**src/rtl/mrt_pkg.sv**
```systemverilog
package mrt_pkg;

    localparam int CNT_W_DEF = 16;

    typedef enum logic [1:0] {
        MODE_TIMER   = 2'b00,
        MODE_EVENT   = 2'b01,
        MODE_ONESHOT = 2'b10,
        MODE_PWM     = 2'b11
    } mode_e;

    typedef enum logic [1:0] {
        TRG_PIN  = 2'b00,
        TRG_ALT  = 2'b01,
        TRG_PREV = 2'b10,
        TRG_NEXT = 2'b11
    } trig_e;

    // Decoded count event from the input pins
    typedef struct packed {
        logic step;
        logic up;
        logic zclr;
    } evt_t;

    function automatic int ring_prev(input int idx, input int n);
        return (idx == 0) ? n - 1 : idx - 1;
    endfunction

    function automatic int ring_next(input int idx, input int n);
        return (idx == n - 1) ? 0 : idx + 1;
    endfunction

    // Quadrature direction: up when the old A phase equals the new B phase
    function automatic logic quad_dir_up(input logic a_old, input logic b_new);
        return ~(a_old ^ b_new);
    endfunction

endpackage

```
**src/rtl/mrt_sense.sv**
```systemverilog
module mrt_sense
    import mrt_pkg::*;
(
    input  logic clk,
    input  logic rst,
    input  logic pin_in,
    input  logic pin_aux,
    input  logic pin_z,
    input  logic quad_en,
    input  logic up_bit,
    input  logic dir_from_pin,
    output logic pin_rise,
    output evt_t evt
);

    logic a_q, b_q, z_q;

    always_ff @(posedge clk) begin
        if (rst) begin
            a_q <= 1'b0;
            b_q <= 1'b0;
            z_q <= 1'b0;
        end else begin
            a_q <= pin_in;
            b_q <= pin_aux;
            z_q <= pin_z;
        end
    end

    logic a_chg, b_chg;
    assign a_chg    = pin_in ^ a_q;
    assign b_chg    = pin_aux ^ b_q;
    assign pin_rise = pin_in & ~a_q;

    always_comb begin
        evt = '0;
        if (quad_en) begin
            evt.step = a_chg ^ b_chg;
            evt.up   = quad_dir_up(a_q, pin_aux);
            evt.zclr = pin_z & ~z_q;
        end else begin
            evt.step = pin_rise;
            evt.up   = dir_from_pin ? pin_aux : up_bit;
        end
    end

    // a simultaneous change of both phases never produces a step
    p_quad_both_r6: assert property (@(posedge clk) disable iff (rst)
        (quad_en && a_chg && b_chg) |-> !evt.step);

endmodule

```
**src/rtl/mrt_trig.sv**
```systemverilog
module mrt_trig
    import mrt_pkg::*;
#(
    parameter int NCH    = 5,
    parameter int CH_IDX = 0
) (
    input  logic [1:0]     trig_sel,
    input  logic           pin_rise,
    input  logic           alt_ovf,
    input  logic [NCH-1:0] ring_ovf,
    output logic           trig
);

    localparam int PREV_IDX = ring_prev(CH_IDX, NCH);
    localparam int NEXT_IDX = ring_next(CH_IDX, NCH);

    logic prev_ovf, next_ovf;

    always_comb begin
        prev_ovf = 1'b0;
        next_ovf = 1'b0;
        for (int i = 0; i < NCH; i++) begin
            if (i == PREV_IDX) prev_ovf = prev_ovf | ring_ovf[i];
            if (i == NEXT_IDX) next_ovf = next_ovf | ring_ovf[i];
        end
    end

    always_comb begin
        case (trig_e'(trig_sel))
            TRG_PIN:  trig = pin_rise;
            TRG_ALT:  trig = alt_ovf;
            TRG_PREV: trig = prev_ovf;
            TRG_NEXT: trig = next_ovf;
            default:  trig = 1'b0;
        endcase
    end

endmodule

```
**src/rtl/mrt_core.sv**
```systemverilog
module mrt_core
    import mrt_pkg::*;
#(
    parameter int CNT_W = CNT_W_DEF
) (
    input  logic             clk,
    input  logic             rst,
    input  logic             start,
    input  mode_e            mode,
    input  logic             gate_en,
    input  logic             gate_pin,
    input  logic             tick,
    input  evt_t             evt,
    input  logic             trig,
    input  logic             reload_we,
    input  logic [CNT_W-1:0] reload_wdata,
    output logic [CNT_W-1:0] cnt_q,
    output logic             act_q,
    output logic             ovf_q,
    output logic             ovf_d
);

    localparam logic [CNT_W-1:0] ZERO_V = '0;
    localparam logic [CNT_W-1:0] ONE_V  = {{(CNT_W-1){1'b0}}, 1'b1};
    localparam logic [CNT_W-1:0] MAX_V  = '1;

    logic [CNT_W-1:0] rld_q;
    logic [CNT_W-1:0] cnt_d;
    logic             act_d;

    always_comb begin
        cnt_d = cnt_q;
        act_d = act_q;
        ovf_d = 1'b0;
        if (!start) begin
            act_d = 1'b0;
            if (reload_we) cnt_d = reload_wdata;
        end else begin
            case (mode)
                MODE_TIMER: begin
                    act_d = 1'b0;
                    if (tick && (!gate_en || gate_pin)) begin
                        if (cnt_q == ZERO_V) begin
                            cnt_d = rld_q;
                            ovf_d = 1'b1;
                        end else begin
                            cnt_d = cnt_q - ONE_V;
                        end
                    end
                end
                MODE_EVENT: begin
                    act_d = 1'b0;
                    if (evt.zclr) begin
                        cnt_d = ZERO_V;
                    end else if (evt.step) begin
                        if (evt.up) begin
                            if (cnt_q == MAX_V) begin
                                cnt_d = rld_q;
                                ovf_d = 1'b1;
                            end else begin
                                cnt_d = cnt_q + ONE_V;
                            end
                        end else begin
                            if (cnt_q == ZERO_V) begin
                                cnt_d = rld_q;
                                ovf_d = 1'b1;
                            end else begin
                                cnt_d = cnt_q - ONE_V;
                            end
                        end
                    end
                end
                MODE_ONESHOT: begin
                    if (!act_q) begin
                        if (trig) begin
                            cnt_d = rld_q;
                            act_d = 1'b1;
                        end
                    end else if (tick) begin
                        if (cnt_q == ZERO_V) begin
                            cnt_d = rld_q;
                            act_d = 1'b0;
                            ovf_d = 1'b1;
                        end else begin
                            cnt_d = cnt_q - ONE_V;
                        end
                    end
                end
                MODE_PWM: begin
                    if (trig) begin
                        cnt_d = rld_q;
                        act_d = (rld_q != ZERO_V);
                    end else if (act_q && tick) begin
                        if (cnt_q <= ONE_V) begin
                            cnt_d = ZERO_V;
                            act_d = 1'b0;
                            ovf_d = 1'b1;
                        end else begin
                            cnt_d = cnt_q - ONE_V;
                        end
                    end
                end
                default: ;
            endcase
        end
    end

    always_ff @(posedge clk) begin
        if (rst) begin
            rld_q <= ZERO_V;
            cnt_q <= ZERO_V;
            act_q <= 1'b0;
            ovf_q <= 1'b0;
        end else begin
            if (reload_we) rld_q <= reload_wdata;
            cnt_q <= cnt_d;
            act_q <= act_d;
            ovf_q <= ovf_d;
        end
    end

    // a wrap outside pulse-width mode lands on the reload value held before the edge
    p_wrap_reload_r3: assert property (@(posedge clk) disable iff (rst)
        (ovf_q && ($past(mode) != MODE_PWM)) |-> (cnt_q == $past(rld_q)));

    // a running timer above zero moves by at most one per cycle
    p_timer_step_r2: assert property (@(posedge clk) disable iff (rst)
        (start && mode == MODE_TIMER && cnt_q != ZERO_V) |=>
        ((cnt_q == $past(cnt_q)) || (cnt_q == $past(cnt_q) - ONE_V)));

    // stopped channel holds its count and has no active window
    p_hold_stopped_r11: assert property (@(posedge clk) disable iff (rst)
        (!start && !reload_we) |=> ($stable(cnt_q) && !act_q));

    // an active one-shot above zero stays active whatever triggers arrive
    p_oneshot_keep_r8: assert property (@(posedge clk) disable iff (rst)
        (start && mode == MODE_ONESHOT && act_q && cnt_q != ZERO_V) |=> act_q);

    // a pulse-width strobe marks the end of the high window at count zero
    p_pwm_end_r9: assert property (@(posedge clk) disable iff (rst)
        (ovf_q && ($past(mode) == MODE_PWM)) |-> (!act_q && cnt_q == ZERO_V));

endmodule

```
**src/rtl/mrt_out.sv**
```systemverilog
module mrt_out
    import mrt_pkg::*;
(
    input  logic  clk,
    input  logic  rst,
    input  logic  start,
    input  mode_e mode,
    input  logic  toggle_en,
    input  logic  invert,
    input  logic  ovf_d,
    input  logic  ovf_q,
    input  logic  act_q,
    output logic  pulse_out
);

    logic tff_q;
    logic direct;

    always_ff @(posedge clk) begin
        if (rst)        tff_q <= 1'b0;
        else if (!start) tff_q <= 1'b0;
        else if (ovf_d)  tff_q <= ~tff_q;
    end

    always_comb begin
        direct    = (mode == MODE_ONESHOT || mode == MODE_PWM) ? act_q : ovf_q;
        pulse_out = (toggle_en ? tff_q : direct) ^ invert;
    end

    // every wrap strobe flips the toggle flip-flop on a running channel
    p_tff_flip_r10: assert property (@(posedge clk) disable iff (rst)
        (start && ovf_d) |=> (tff_q != $past(tff_q)));

endmodule

```
**src/rtl/mrt_channel.sv**
```systemverilog
module mrt_channel
    import mrt_pkg::*;
#(
    parameter int CNT_W  = CNT_W_DEF,
    parameter int NSRC   = 4,
    parameter int NCH    = 5,
    parameter int CH_IDX = 0,
    localparam int SEL_W = (NSRC > 1) ? $clog2(NSRC) : 1
) (
    input  logic             clk,
    input  logic             rst,
    input  logic [NSRC-1:0]  tick_vec,
    input  logic [SEL_W-1:0] clk_sel,
    input  logic             start,
    input  logic [1:0]       cfg_mode,
    input  logic             cfg_gate_en,
    input  logic             cfg_count_up,
    input  logic             cfg_dir_from_pin,
    input  logic             cfg_quad,
    input  logic [1:0]       cfg_trig_sel,
    input  logic             cfg_toggle,
    input  logic             cfg_invert,
    input  logic             reload_we,
    input  logic [CNT_W-1:0] reload_wdata,
    input  logic             pin_in,
    input  logic             pin_aux,
    input  logic             pin_z,
    input  logic             alt_ovf,
    input  logic [NCH-1:0]   ring_ovf,
    output logic [CNT_W-1:0] count_q,
    output logic             ovf_strobe,
    output logic             pulse_out
);

    mode_e mode;
    logic  tick;
    logic  pin_rise;
    evt_t  evt;
    logic  trig;
    logic  act_q;
    logic  ovf_q;
    logic  ovf_d;

    assign mode = mode_e'(cfg_mode);
    assign tick = tick_vec[clk_sel];

    mrt_sense u_sense (
        .clk          (clk),
        .rst          (rst),
        .pin_in       (pin_in),
        .pin_aux      (pin_aux),
        .pin_z        (pin_z),
        .quad_en      (cfg_quad),
        .up_bit       (cfg_count_up),
        .dir_from_pin (cfg_dir_from_pin),
        .pin_rise     (pin_rise),
        .evt          (evt)
    );

    mrt_trig #(
        .NCH    (NCH),
        .CH_IDX (CH_IDX)
    ) u_trig (
        .trig_sel (cfg_trig_sel),
        .pin_rise (pin_rise),
        .alt_ovf  (alt_ovf),
        .ring_ovf (ring_ovf),
        .trig     (trig)
    );

    mrt_core #(
        .CNT_W (CNT_W)
    ) u_core (
        .clk          (clk),
        .rst          (rst),
        .start        (start),
        .mode         (mode),
        .gate_en      (cfg_gate_en),
        .gate_pin     (pin_in),
        .tick         (tick),
        .evt          (evt),
        .trig         (trig),
        .reload_we    (reload_we),
        .reload_wdata (reload_wdata),
        .cnt_q        (count_q),
        .act_q        (act_q),
        .ovf_q        (ovf_q),
        .ovf_d        (ovf_d)
    );

    mrt_out u_out (
        .clk       (clk),
        .rst       (rst),
        .start     (start),
        .mode      (mode),
        .toggle_en (cfg_toggle),
        .invert    (cfg_invert),
        .ovf_d     (ovf_d),
        .ovf_q     (ovf_q),
        .act_q     (act_q),
        .pulse_out (pulse_out)
    );

    assign ovf_strobe = ovf_q;

endmodule

```
**config.mk**
```make
export PLATFORM = sky130hd
export DESIGN_NAME = mrt_channel
export DESIGN_NICKNAME = d
export VERILOG_FILES = /design/src/rtl/mrt_pkg.sv /design/src/rtl/mrt_sense.sv /design/src/rtl/mrt_trig.sv /design/src/rtl/mrt_core.sv /design/src/rtl/mrt_out.sv /design/src/rtl/mrt_channel.sv
export SDC_FILE = /design/constraint.sdc
export NUM_CORES = 1
export LEC_CHECK = 0
export ABC_CLOCK_PERIOD_IN_PS = 2300
export BUFFER_PORTS_ARGS = -buffer_cell sky130_fd_sc_hd__buf_2
export CORE_MARGIN = 2
export CORE_UTILIZATION = 52
export DETAILED_ROUTE_END_ITERATION = 10
export PLACE_DENSITY = 0.87
export SLEW_MARGIN = 20
export SYNTH_ARGS = -nofsm -noshare
export SYNTH_HDL_FRONTEND = slang
export SYNTH_SLANG_ARGS = --single-unit
```
**constraint.sdc**
```tcl
create_clock -name clk -period 2.3 [get_ports clk]
set_clock_uncertainty 0.2 [all_clocks]
set_input_delay 0.23 -clock clk [delete_from_list [all_inputs] [get_ports clk]]
set_output_delay 0.23 -clock clk [all_outputs]
set_load 0.02 [all_outputs]
```
==> key figures, run 1 <==
Status
  – Run status: did not finish
  – Terminating stage of the flow: 5_1_grt
  – Error Message: [ERROR GRT-0232] Routing congestion too high. Check the congestion heatmap in the GUI.

Place
  – Placed wire-length estimate after detailed placement: 10,500 µm
  – Number of port buffers: 59
  – Total placed instance area: 4690 µm²
  – RD Place Congestion: 1.06
  – Worst setup slack after placement: -0.434 ns

Yosys
  – Main combinational cell family by area after synthesis: simple AND/OR/NAND/NOR gates
  – Yosys warning count: 0
  – Number of enable flip-flop cells after synthesis: 0
  – Post-synthesis sequential area ratio: 21.8%
  – Ys flop type: sky130_fd_sc_hd__dfxtp_1
  – Share of synthesized cell area in full adder, half adder and majority cells: 1.79%
  – Fraction of the mapped netlist area in compound gates: 26.8%
  – Ys async rst share: 0%
  – Post-synth net total: 515
  – Post-synthesis simple-gate area fraction: 29.4%
  – Synthesized area per cell: 7.52 µm²
  – Share of the synthesized netlist area taken by xor and xnor gates: 6.19%
  – Yosys reg bits: 38
  – Mux share of post-synthesis cell area: 8.16%
  – Syn Std Cell Area: 3490 µm²
  – Number of unique standard cell types used by synthesis: 72
  – Post-Synthesis Cells: 465

Floorplanning
  – Starting utilization of the core area: 54.4%
  – Number of cell rows: 29
  – Count of boundary I/O pins: 63
  – DIE HEIGHT: 86.0 µm
  – Die boundary width: 86.0 µm

Global routing
  – Global-route total usage across every layer: 71.0%
  – Grt ovf: 2
  – Maximum number of pins on one net before global-route repair: 32

Clocking
  – Largest buffer count on any clock path: 2
  – Total CTS buffers: 5
  – Depth of the CTS H-tree: 2
  – Clock sink total: 38
  – Root Driver: sky130_fd_sc_hd__clkbuf_8

STA
  – Kind of the worst endpoint: register input
  – Last worst endpoint in the global-route repair_timing: u_core.cnt_q[2]$_SDFFE_PP0P_/D
-- cells in the mapped netlist, drive strengths merged (6+ instances only) --
cell type / instances / area share (%)
dfxtp: 38 / 22
a211oi: 11 / 2.4
nor3: 11 / 1.7
and2: 7 / 1.3
a21oi: 35 / 5.0
a31oi: 7 / 1.3
and3: 6 / 1.1
o221ai: 6 / 1.7
nand4: 8 / 2.2
nand2: 32 / 3.5
nand3: 9 / 1.3
xnor2: 9 / 2.3
buf: 17 / 2.6
clkbuf: 22 / 2.4
nor3b: 7 / 1.5
o21ai: 29 / 4.2
inv: 9 / 0.97
mux2i: 24 / 6.9
xor2: 13 / 3.3
nor2b: 6 / 1.1
nor2: 67 / 7.3
nor4: 11 / 2.8
-- cells by family after synthesis --
logic type	Yosys count
AO/OA/AOI/OAI	136
XOR/XNOR	23
adder cells (fa/ha/maj)	5
buffers and inverters	48
flip-flops	38
multiplexers	26
AND/OR/NAND/NOR	189
-- per-layer routing --
layer,overflow,GRT usage (%)
met5,0,20.3
met4,2,64.8
met3,0,58.4
met2,0,87.7
met1,0,71.5
-- stage by stage --
step | setup TNS, ns | cells
after floorplan | -0.920 | 465
after global placement | -2.47 | 671
after detailed placement | -3.62 | 671
after CTS | -2.95 | 696
-- repair_timing --
item                                   CTS
endpoints found under the hold margin    8
setup buffers                            9
hold buffers                             8
resized for setup                       42
pin swaps                               17
cloned                                   0
setup endpoints to repair               18
==> run 2: changes to the inputs <==
ABC_CLOCK_PERIOD_IN_PS = 3000   (was 2300)
CORE_UTILIZATION = 40   (was 52)
PLACE_DENSITY = default   (was 0.87)
PLACE_DENSITY_LB_ADDON = 0.15   (was default)
clock period = 3 ns   (was 2.3 ns; I/O delays follow)
==> run 2 against run 1 <==
Net effect: the run now ends clean; synthesized cell count unchanged; synthesized area did not move.
==> key figures, run 2 <==
Status
  – Run status: finished clean

Yosys
  – Post-synth net total: 515
  – Number of unique standard cell types used by synthesis: 72
  – Post-synthesis sequential area ratio: 21.8%
  – Top post-synthesis cells by count: sky130_fd_sc_hd__nor2_1, sky130_fd_sc_hd__dfxtp_1, sky130_fd_sc_hd__a21oi_1, sky130_fd_sc_hd__nand2_1, sky130_fd_sc_hd__o21ai_0
  – Yosys reg bits: 38
  – Ys flop type: sky130_fd_sc_hd__dfxtp_1
  – Most area-consuming cells after synthesis: sky130_fd_sc_hd__dfxtp_1, sky130_fd_sc_hd__nor2_1, sky130_fd_sc_hd__mux2i_1
  – Synthesized area per cell: 7.52 µm²
  – Ys async rst share: 0%
  – Number of enable flip-flop cells after synthesis: 0
  – Syn Std Cell Area: 3490 µm²
  – Most repeated cell in the gate-level netlist after synthesis: sky130_fd_sc_hd__nor2_1
  – Share of the synthesized area in the top cell type: 21.8%
  – Largest area contributor in the synthesized netlist: sky130_fd_sc_hd__dfxtp_1
  – Post-Synthesis Cells: 465
  – Yosys warning count: 0

Floorplanning
  – Count of boundary I/O pins: 63
  – DIE HEIGHT: 97.5 µm
  – Placeable Area: 8590 µm²
  – Die boundary width: 97.5 µm
  – Overall die area: 9500 µm²
  – Starting utilization of the core area: 40.7%
  – Number of cell rows: 34

Final layout
  – Share of post-route cells with drive strength above 1: 25.7%
  – Biggest registers after layout: u_core.cnt_q: 16 flops, u_core.rld_q: 16 flops
  – Commonest non-fill, non-tap cell in the layout: sky130_fd_sc_hd__nor2_1
  – Number of antenna repair diodes: 0
  – Commonest non-fill, non-tap cells in the layout: sky130_fd_sc_hd__nor2_1, sky130_fd_sc_hd__buf_2, sky130_fd_sc_hd__buf_4, sky130_fd_sc_hd__dfxtp_1, sky130_fd_sc_hd__a21oi_1
  – Final-stage net count: 589
  – Fill count: 866
  – Area overhead of the layout relative to synthesis: 20.9%
  – Final Instance Area: 4230 µm²

Clocking
  – Largest buffer count on any clock path: 2
  – Root Driver: sky130_fd_sc_hd__clkbuf_8
  – Clock latency on the worst-skew pair: 0.30 ns
  – Total CTS buffers: 5
  – Clock slew at the register clock pins of the worst setup and hold paths: 0.08 ns
  – Depth of the CTS H-tree: 2
  – Clock sink total: 38
  – Clock tree from TritonCTS: done

Routing
  – Remaining antenna violation count: 0
  – Number of vias in the routed layout: 3,963
  – DRC violations left: 0
  – Per-cell routed wire length: 19.9 µm
  – Number of iterations in the first detailed-routing pass: 5
  – Final routed wirelength across all metal layers: 12,900 µm
  – Drt initial violations: 299
  – Routed vias/inst: 6.12

Power
  – Leakage Power: 1.80 nW
  – Total power per unit cell area: 435 nW/µm²
  – Total Power: 1.84 mW
  – Combinational power share: 46.7%
  – Net load switching power: 0.754 mW
  – Portion of total power attributed to sequential cells: 32.5%
  – Switching share of power: 41.0%
  – Int Power: 1.08 mW
  – Highest ir drop seen on vdd: 0.000198 V
  – Fraction of power consumed by the clock network: 20.8%

Place
  – Total placed instance area: 4100 µm²
  – Worst setup slack after placement: 0.0619 ns
  – Number of port buffers: 59
  – Placed wire-length estimate after detailed placement: 9800 µm
  – RD Place Congestion: 1.03

STA
  – Setup-violating endpoint count in the final report: 0
  – Worst-case hold slack: 0.0386 ns
  – Achievable frequency: 347 MHz
  – Number of slew-limit violations in the final report: 0
  – Count of final hold-check violations: 0
  – Worst path setup slack after routing: 0.120 ns
  – Worst Max-Slew Pin Slew: 0.548 ns
  – Post-Route Setup TNS: 0 ns
  – Final worst path period share: 96.0%
  – Final period demand of the worst path: 2.88 ns
  – Unrepaired setup endpoints after global routing: false
  – Slew HR: 63.3%

Worst setup path
  – Crit Path Category: reg2reg
  – Worst Setup End Kind: register
  – Worst EP arrival: 2.88 ns
  – Required time of the critical path: 3.00 ns
  – Crit path max fanout: 9
  – Startpoint type of the worst setup path: register

Min path
  – Class of the tightest hold or removal check: in2reg

Global routing
  – Global-route wire length before repair: 20,800 µm
  – Maximum number of pins on one net before global-route repair: 21
  – Number of antenna violations at the first check in global routing: 0
  – Via count of the first global-routing pass: 3,889
  – Global-route total usage across every layer: 27.2%
  – Grt ovf: 0

Flow run
  – Total of max-cap violations: 0
==> run 2: cell counts after synthesis <==
No cell type changed its count.
==> run 2: routing by layer <==
| layer | part of all wire [%] | global-route usage, % | vias to the layer above |
|---|---|---|---|
| met5 | 0 | 0 | - |
| met4 | 4.2 | 11.5 | 0 |
| met3 | 6.3 | 2.81 | 37 |
| met2 | 44 | 41.8 | 180 |
| met1 | 45 | 38.7 | 1873 |
| li1 | - | - | 1873 |
==> run 2: final timing paths <==
check	from	cells past startpoint	end	slack, ns
worst min-delay path	pin_z	2	u_sense.z_q$_SDFF_PP0_	0.04
worst max register to register	u_sense.a_q$_SDFF_PP0_	9	u_core.cnt_q[9]$_SDFFE_PP0P_	0.12
worst min register to register	u_out.tff_q$_SDFFE_PP0P_	2	u_out.tff_q$_SDFFE_PP0P_	0.32
worst max-delay path	u_sense.a_q$_SDFF_PP0_	9	u_core.cnt_q[9]$_SDFFE_PP0P_	0.12
==> run 2: kinds of logic (layout without fill, tap and decap cells) <==
group,Yosys count,in the layout,share of synthesized area (%)
and+or+nand+nor,189,189,29.4
buffers and inverters,48,123,5.94
DFF,38,38,21.8
AOI/OAI and AO/OA,136,136,26.8
adders and majority gates,5,5,1.79
muxes,26,26,8.16
xor gates and xnor gates,23,23,6.19
==> run 2: critical path, stage by stage, from the launching register on <==
cell	delay, ns
sky130_fd_sc_hd__dfxtp_1	0.35
sky130_fd_sc_hd__inv_1	0.05
sky130_fd_sc_hd__ha_1	0.19
sky130_fd_sc_hd__mux4_2	0.58
sky130_fd_sc_hd__a21bo_2	0.25
sky130_fd_sc_hd__o221ai_4	0.34
sky130_fd_sc_hd__and2_1	0.26
sky130_fd_sc_hd__buf_4	0.21
sky130_fd_sc_hd__nand2_1	0.07
sky130_fd_sc_hd__a221oi_1	0.28
==> run 2: cell type report <==
class | instances | area [µm²] | area share (%)
Tap cell | 108 | 135 | 3.20
Inverter | 9 | 33.8 | 0.800
Clock buffer | 7 | 86.3 | 2.04
Clock inverter | 1 | 5.00 | 0.118
Timing Repair Buffer | 106 | 648 | 15.3
Multi-Input combinational cell | 379 | 2560 | 60.5
Sequential cell | 38 | 761 | 18.0
==> run 2: per-stage QoR <==
| stage | utilization (%) | instances |
|---|---|---|
| after floorplan | - | 465 |
| after global placement | 47.8 | 640 |
| after detailed placement | 47.8 | 640 |
| after CTS | 48.8 | 648 |
| after global routing | 49.2 | 648 |
| final | 49.2 | 648 |
==> run 2: timing repair <==
item                       in CTS  in global routing
hold buffers                    0                  0
buffers inserted                0                  0
setup endpoints to repair       0                  8
gates resized for setup         0                  5
==> run 2: power groups by stage <==
stage | registers, mW | clock network, mW | logic, mW
4_1_cts | 0.595 | 0.390 | 0.837
2_1_floorplan | 0.613 | 0 | 0.535
3_3_place_gp | 0.606 | 0 | 0.828
5_1_grt | 0.604 | 0.411 | 0.936
3_5_place_dp | 0.607 | 0 | 0.833
6_report | 0.598 | 0.381 | 0.858
Note: power is estimated with default switching activity, not from simulation.
==> run 3: changes to the inputs <==
--- a/config.mk
+++ b/config.mk
@@ -6,5 +6,5 @@
 export NUM_CORES = 1
 export LEC_CHECK = 0
-export ABC_CLOCK_PERIOD_IN_PS = 3000
+export ABC_CLOCK_PERIOD_IN_PS = 2700
 export BUFFER_PORTS_ARGS = -buffer_cell sky130_fd_sc_hd__buf_2
 export CORE_MARGIN = 2
@@ -12,5 +12,5 @@
 export DETAILED_ROUTE_END_ITERATION = 10
 export PLACE_DENSITY_LB_ADDON = 0.15
-export SLEW_MARGIN = 20
+export SLEW_MARGIN = 25
 export SYNTH_ARGS = -nofsm -noshare
 export SYNTH_HDL_FRONTEND = slang
==> constraint.sdc (replaced) <==
create_clock -name clk -period 2.7 [get_ports clk]
set_clock_uncertainty 0.2 [all_clocks]
set_input_delay 0.54 -clock clk [delete_from_list [all_inputs] [get_ports clk]]
set_output_delay 0.54 -clock clk [all_outputs]
set_load 0.02 [all_outputs]
==> run 3 against run 2 <==
Net effect: cell count is 7.3% higher; wire length grew 7.3%; critical endpoint is now u_core.cnt_q[1]$_SDFFE_PP0P_; count of clock-buffer cells in the layout down 1; setup slack worse by 0.10 ns; largest power group unchanged; sequential power grew 11%.
==> key figures, run 3 (synthesis gave the netlist of run 2 again) <==
Routing
  – Remaining antenna violation count: 0
  – Routed vias/inst: 6.00
  – Per-cell routed wire length: 19.9 µm
  – Number of iterations in the first detailed-routing pass: 5
  – Drt initial violations: 200
  – Final routed wirelength across all metal layers: 13,800 µm
  – Number of vias in the routed layout: 4,167
  – DRC violations left: 0

Worst setup path
  – Crit path launch: u_sense.a_q$_SDFF_PP0_
  – Worst EP arrival: 2.66 ns
  – Startpoint type of the worst setup path: register
  – Startpoint of the worst-slack reg-to-reg timing path: u_sense.a_q$_SDFF_PP0_
  – Worst R2R Path Depth: 9
  – Worst R2R End: u_core.cnt_q[1]$_SDFFE_PP0P_
  – Crit Path Category: reg2reg
  – Crit path max fanout: 4
  – Worst Setup End Kind: register
  – Worst-case register-to-register setup slack: 0.02 ns
  – Required time of the critical path: 2.68 ns

Clocking
  – Clock slew at the register clock pins of the worst setup and hold paths: 0.08 ns
  – Largest buffer count on any clock path: 2
  – Root Driver: sky130_fd_sc_hd__clkbuf_8
  – Clock latency on the worst-skew pair: 0.30 ns
  – Clock sink total: 38
  – Number of hold buffers added after CTS: 0
  – Depth of the CTS H-tree: 2
  – Total CTS buffers: 5
  – Clock tree from TritonCTS: done

Global routing
  – Number of antenna violations at the first check in global routing: 0
  – Maximum number of pins on one net before global-route repair: 32
  – Via count of the first global-routing pass: 4,058
  – Global-route wire length before repair: 21,600 µm
  – Grt ovf: 0
  – Global-route total usage across every layer: 29.0%

STA
  – Number of slew-limit violations in the final report: 0
  – Final period demand of the worst path: 2.68 ns
  – Final worst path period share: 99.3%
  – Slew HR: 65.9%
  – Worst Max-Slew Pin Slew: 0.506 ns
  – Unrepaired setup endpoints after global routing: true
  – Count of final hold-check violations: 0
  – Setup-violating endpoint count in the final report: 0
  – Achievable frequency: 373 MHz

Final layout
  – Sequential cell area: 762 µm²
  – Biggest registers after layout: u_core.cnt_q: 16 flops, u_core.rld_q: 16 flops
  – Share of post-route cells with drive strength above 1: 35.1%
  – Fill count: 870
  – Final-stage net count: 637
  – Share of the core filled with cells: 54.8%
  – Commonest non-fill, non-tap cell in the layout: sky130_fd_sc_hd__buf_4
  – Number of antenna repair diodes: 0
  – Area overhead of the layout relative to synthesis: 34.7%
  – Commonest non-fill, non-tap cells in the layout: sky130_fd_sc_hd__buf_4, sky130_fd_sc_hd__nor2_1, sky130_fd_sc_hd__buf_2, sky130_fd_sc_hd__dfxtp_1, sky130_fd_sc_hd__a21oi_1
  – Multi-input combinational cell area: 2660 µm²

Flow run
  – Total of max-cap violations: 0

Min path
  – Class of the tightest hold or removal check: in2reg
  – Hold path cells: 2
  – Hold_sp: pin_z
  – Endpoint with the worst hold slack: u_sense.z_q$_SDFF_PP0_

Power
  – Switching share of power: 39.3%
  – Int Power: 1.38 mW
  – Total Power: 2.28 mW
  – Fraction of power consumed by the clock network: 22.9%
  – Highest ir drop seen on vdd: 0.000292 V
  – Portion of total power attributed to sequential cells: 29.1%
  – Total power per unit cell area: 484 nW/µm²
  – Combinational power share: 48.0%
  – Leakage Power: 2.06 nW
  – Net load switching power: 0.895 mW

Status
  – Run status: finished clean

Floorplanning
  – Starting utilization of the core area: 40.7%
  – Overall die area: 9500 µm²
  – Count of boundary I/O pins: 63
  – Die boundary width: 97.5 µm
  – Number of cell rows: 34
  – DIE HEIGHT: 97.5 µm
  – Placeable Area: 8590 µm²

Place
  – Placed wire-length estimate after detailed placement: 10,600 µm
  – Number of port buffers: 59
  – RD Place Congestion: 0.990
run 3: what timing repair did:
| action | 4_1_cts | 5_1_grt |
|---|---|---|
| setup endpoints to repair | 5 | 15 |
| setup buffers | 0 | 4 |
| resized for setup | 3 | 24 |
| pin swaps | 0 | 3 |
run 3: per-layer routing:
| layer | part of all wire, % | wire [µm] | track usage (%) |
|---|---|---|---|
| met5 | 0 | 0 | 0 |
| met4 | 4.3 | 595 | 13.1 |
| met3 | 7.9 | 1100 | 4.39 |
| met2 | 45 | 6270 | 45.6 |
| met1 | 42 | 5860 | 39.1 |
run 3: how the worst max path moves through the flow:
| stage | end | slack, ns |
|---|---|---|
| after floorplan | u_core.cnt_q[1]$_SDFFE_PP0P_ | 0.01 |
| after global placement | u_core.cnt_q[3]$_SDFFE_PP0P_ | -0.30 |
| after detailed placement | u_core.cnt_q[1]$_SDFFE_PP0P_ | -0.33 |
| after CTS | u_core.cnt_q[1]$_SDFFE_PP0P_ | -0.003 |
| after global routing | u_core.cnt_q[1]$_SDFFE_PP0P_ | -0.05 |
| final | u_core.cnt_q[1]$_SDFFE_PP0P_ | 0.02 |
run 3: power by group through the flow:
stage                     combinational, mW  clock (mW)  sequential, mW
after global routing                   1.19       0.557           0.667
after floorplan                       0.594           0           0.681
after detailed placement               1.02           0           0.672
after global placement                 1.01           0           0.671
final                                  1.09       0.522           0.662
after CTS                              1.03       0.541           0.659
run 3: through the flow:
stage	cells	hold slack (ns)	cell area, µm²	worst slack, ns	TNS, ns
3_5_place_dp	684	0.321	4430	-0.332	-3.83
6_report	695	0.277	4710	0.0181	0
5_1_grt	695	0.295	4710	-0.0461	-0.128
2_1_floorplan	465	0.274	3490	0.0148	0
3_3_place_gp	684	0.288	4430	-0.303	-3.31
4_1_cts	691	0.277	4570	-0.00309	-0.00309
run 3: critical path, stage by stage (launching register included):
cell and delay [ns]:
sky130_fd_sc_hd__dfxtp_2 0.34, sky130_fd_sc_hd__inv_1 0.04, sky130_fd_sc_hd__ha_1 0.18, sky130_fd_sc_hd__mux4_2 0.51, sky130_fd_sc_hd__buf_4 0.18, sky130_fd_sc_hd__nand3_1 0.10
sky130_fd_sc_hd__nand2_1 0.11, sky130_fd_sc_hd__or2_2 0.34, sky130_fd_sc_hd__a2111oi_2 0.41, sky130_fd_sc_hd__o32ai_2 0.14
run 3: area by class of cell:
cell class,instances,share of cell area (%)
flip-flops and latches,38,16.2
well taps,108,2.87
clock inverters,1,0.638
clock buffers,6,1.75
inverters,9,0.718
multi-input cells,379,56.4
repair buffers,154,21.4
==> run 4: changes to the inputs <==
==> constraint.sdc (replaced) <==
create_clock -name clk -period 2.7 [get_ports clk]
set_clock_uncertainty 0.2 [all_clocks]
set_input_delay 0.675 -clock clk [delete_from_list [all_inputs] [get_ports clk]]
set_output_delay 0.675 -clock clk [all_outputs]
set_load 0.02 [all_outputs]
==> run 4 against run 3 <==
Net effect: via count about the same; hold slack better by 0.037 ns; clock power shrank 25%; register-to-register slack better by 0.07 ns; global-route usage fell by 1.3 points; sequential share of layout area decreased by 0.093 points; critical path type is now in2reg; largest power group unchanged.
==> key figures, run 4 (synthesis gave the netlist of run 2 again) <==
Status
  – Run status: finished clean

Worst setup path
  – Required time of the critical path: 2.69 ns
  – Worst EP arrival: 2.68 ns
  – Startpoint type of the worst setup path: input port
  – Slowest CP cell: sky130_fd_sc_hd__or3_1
  – Count of buffer and inverter cells on the critical path: 2
  – Slowest cell delay on critical path: 0.38 ns
  – Cell breakdown of the critical path: buf_2 -> or3_1 -> o211a_1 -> buf_4 -> o21ai_0 -> o211ai_1 -> a21oi_1 -> a2111oi_2 -> nor4_1
  – Worst-case register-to-register setup slack: 0.09 ns
  – Worst path top cell family by delay: compound AO/OA/AOI/OAI gates
  – Worst Setup End Kind: register
  – Crit Path Category: in2reg
  – Crit path max fanout: 7

Floorplanning
  – Overall die area: 9500 µm²
  – DIE HEIGHT: 97.5 µm
  – Number of cell rows: 34
  – Starting utilization of the core area: 40.7%
  – Die boundary width: 97.5 µm
  – Placeable Area: 8590 µm²
  – Count of boundary I/O pins: 63

Clocking
  – Total CTS buffers: 5
  – Root Driver: sky130_fd_sc_hd__clkbuf_8
  – Clock slew at the register clock pins of the worst setup and hold paths: 0.08 ns
  – Depth of the CTS H-tree: 2
  – Clock sink total: 38
  – Largest buffer count on any clock path: 2
  – Clock latency on the worst-skew pair: 0.30 ns
  – Clock tree from TritonCTS: done

STA
  – Slew HR: 63.8%
  – Setup-violating endpoint count in the final report: 0
  – Post-Route Setup TNS: 0 ns
  – Unrepaired setup endpoints after global routing: true
  – Final period demand of the worst path: 2.69 ns
  – Final worst path period share: 99.5%
  – Number of slew-limit violations in the final report: 0
  – Achievable frequency: 372 MHz
  – Count of final hold-check violations: 0
  – Worst Max-Slew Pin Slew: 0.539 ns

Power
  – Highest ir drop seen on vdd: 0.000295 V
  – Total power per unit cell area: 459 nW/µm²
  – Leakage Power: 2.04 nW

Final layout
  – Commonest non-fill, non-tap cells in the layout: sky130_fd_sc_hd__buf_4, sky130_fd_sc_hd__nor2_1, sky130_fd_sc_hd__buf_2, sky130_fd_sc_hd__dfxtp_1, sky130_fd_sc_hd__a21oi_1
  – Share of post-route cells with drive strength above 1: 36.1%
  – Final-stage net count: 632
  – Commonest non-fill, non-tap cell in the layout: sky130_fd_sc_hd__buf_4
  – Number of antenna repair diodes: 0
  – Area overhead of the layout relative to synthesis: 35.7%
  – Final cell count without fillers: 690
  – Biggest registers after layout: u_core.cnt_q: 16 flops, u_core.rld_q: 16 flops
  – Share of the core filled with cells: 55.2%

Global routing
  – Via count of the first global-routing pass: 3,899
  – Global-route wire length before repair: 21,000 µm
  – Global-route total usage across every layer: 27.7%
  – Maximum number of pins on one net before global-route repair: 32
  – Number of antenna violations at the first check in global routing: 1
  – Grt ovf: 0

Routing
  – Per-cell routed wire length: 19.6 µm
  – Number of iterations in the first detailed-routing pass: 6
  – Final routed wirelength across all metal layers: 13,500 µm
  – Number of vias in the routed layout: 4,163
  – DRC violations left: 0
  – Drt initial violations: 429
  – Routed vias/inst: 6.03
  – Remaining antenna violation count: 0

Place
  – Number of port buffers: 59
  – RD Place Congestion: 1.02
  – Cells after DPL: 678
  – Placed wire-length estimate after detailed placement: 10,300 µm

Min path
  – Class of the tightest hold or removal check: reg2reg

Flow run
  – Total of max-cap violations: 0
run 4: cell count changes in the layout (fill, tap and decap cells not counted), sizes merged:
cell / change
bufinv: -1
clkbuf: +1
buf: -5
run 4: power by group:
part	internal [mW]	switching (mW)	total, mW
combinational	0.494	0.621	1.12
clock	0.178	0.212	0.391
sequential	0.604	0.0657	0.669
total	1.28	0.900	2.18
run 4: layer usage:
| layer | global-route usage (%) | share of wire [%] |
|---|---|---|
| met1 | 37.7 | 44 |
| met2 | 45.2 | 46 |
| met3 | 3.53 | 6.6 |
| met4 | 9.62 | 3.1 |
| met5 | 0 | 0 |
run 4: final cells by class:
cell class	instances	area [µm²]
clock buffers	7	76.3
fillers	846	3850
inverters	9	33.8
multi-input cells	379	2730
flip-flops and latches	38	763
well taps	108	135
repair buffers	149	1000
run 4: path summary, 6_finish.rpt:
path / start / endpoint / cells after the start
max: cfg_count_up / u_core.cnt_q[13]$_SDFFE_PP0P_ / 9
min: u_out.tff_q$_SDFFE_PP0P_ / u_out.tff_q$_SDFFE_PP0P_ / 2
max reg2reg: u_sense.a_q$_SDFF_PP0_ / u_core.cnt_q[5]$_SDFFE_PP0P_ / 11
min reg2reg: u_out.tff_q$_SDFFE_PP0P_ / u_out.tff_q$_SDFFE_PP0P_ / 2
run 4: timing repair:
action	4_1_cts	5_1_grt
pin swaps	3	9
hold buffers	0	0
gates resized for setup	4	36
setup endpoints to repair	4	17
gates cloned	0	0
buffers inserted	4	1
run 4: through the flow:
step                      hold WS (ns)  instance area (µm²)  total power [mW]  worst slack (ns)
after floorplan                  0.274                 3550              1.29           -0.0337
after global placement           0.292                 4460              1.69            -0.323
after detailed placement         0.302                 4460              1.70            -0.379
after CTS                        0.318                 4580              2.11          -0.00788
after global routing             0.347                 4740              2.29           -0.0183
final                            0.315                 4740              2.18            0.0131
run 4: worst register-to-register path, cell delays in order (launching register included):
cell and delay, ns:
sky130_fd_sc_hd__dfxtp_1 0.37, sky130_fd_sc_hd__inv_1 0.08, sky130_fd_sc_hd__ha_4 0.16, sky130_fd_sc_hd__mux4_2 0.51
sky130_fd_sc_hd__nand3b_1 0.22, sky130_fd_sc_hd__o21bai_4 0.20, sky130_fd_sc_hd__buf_6 0.15, sky130_fd_sc_hd__buf_4 0.15
sky130_fd_sc_hd__o221ai_2 0.15, sky130_fd_sc_hd__a21oi_1 0.06, sky130_fd_sc_hd__o221ai_1 0.10, sky130_fd_sc_hd__a32o_2 0.22
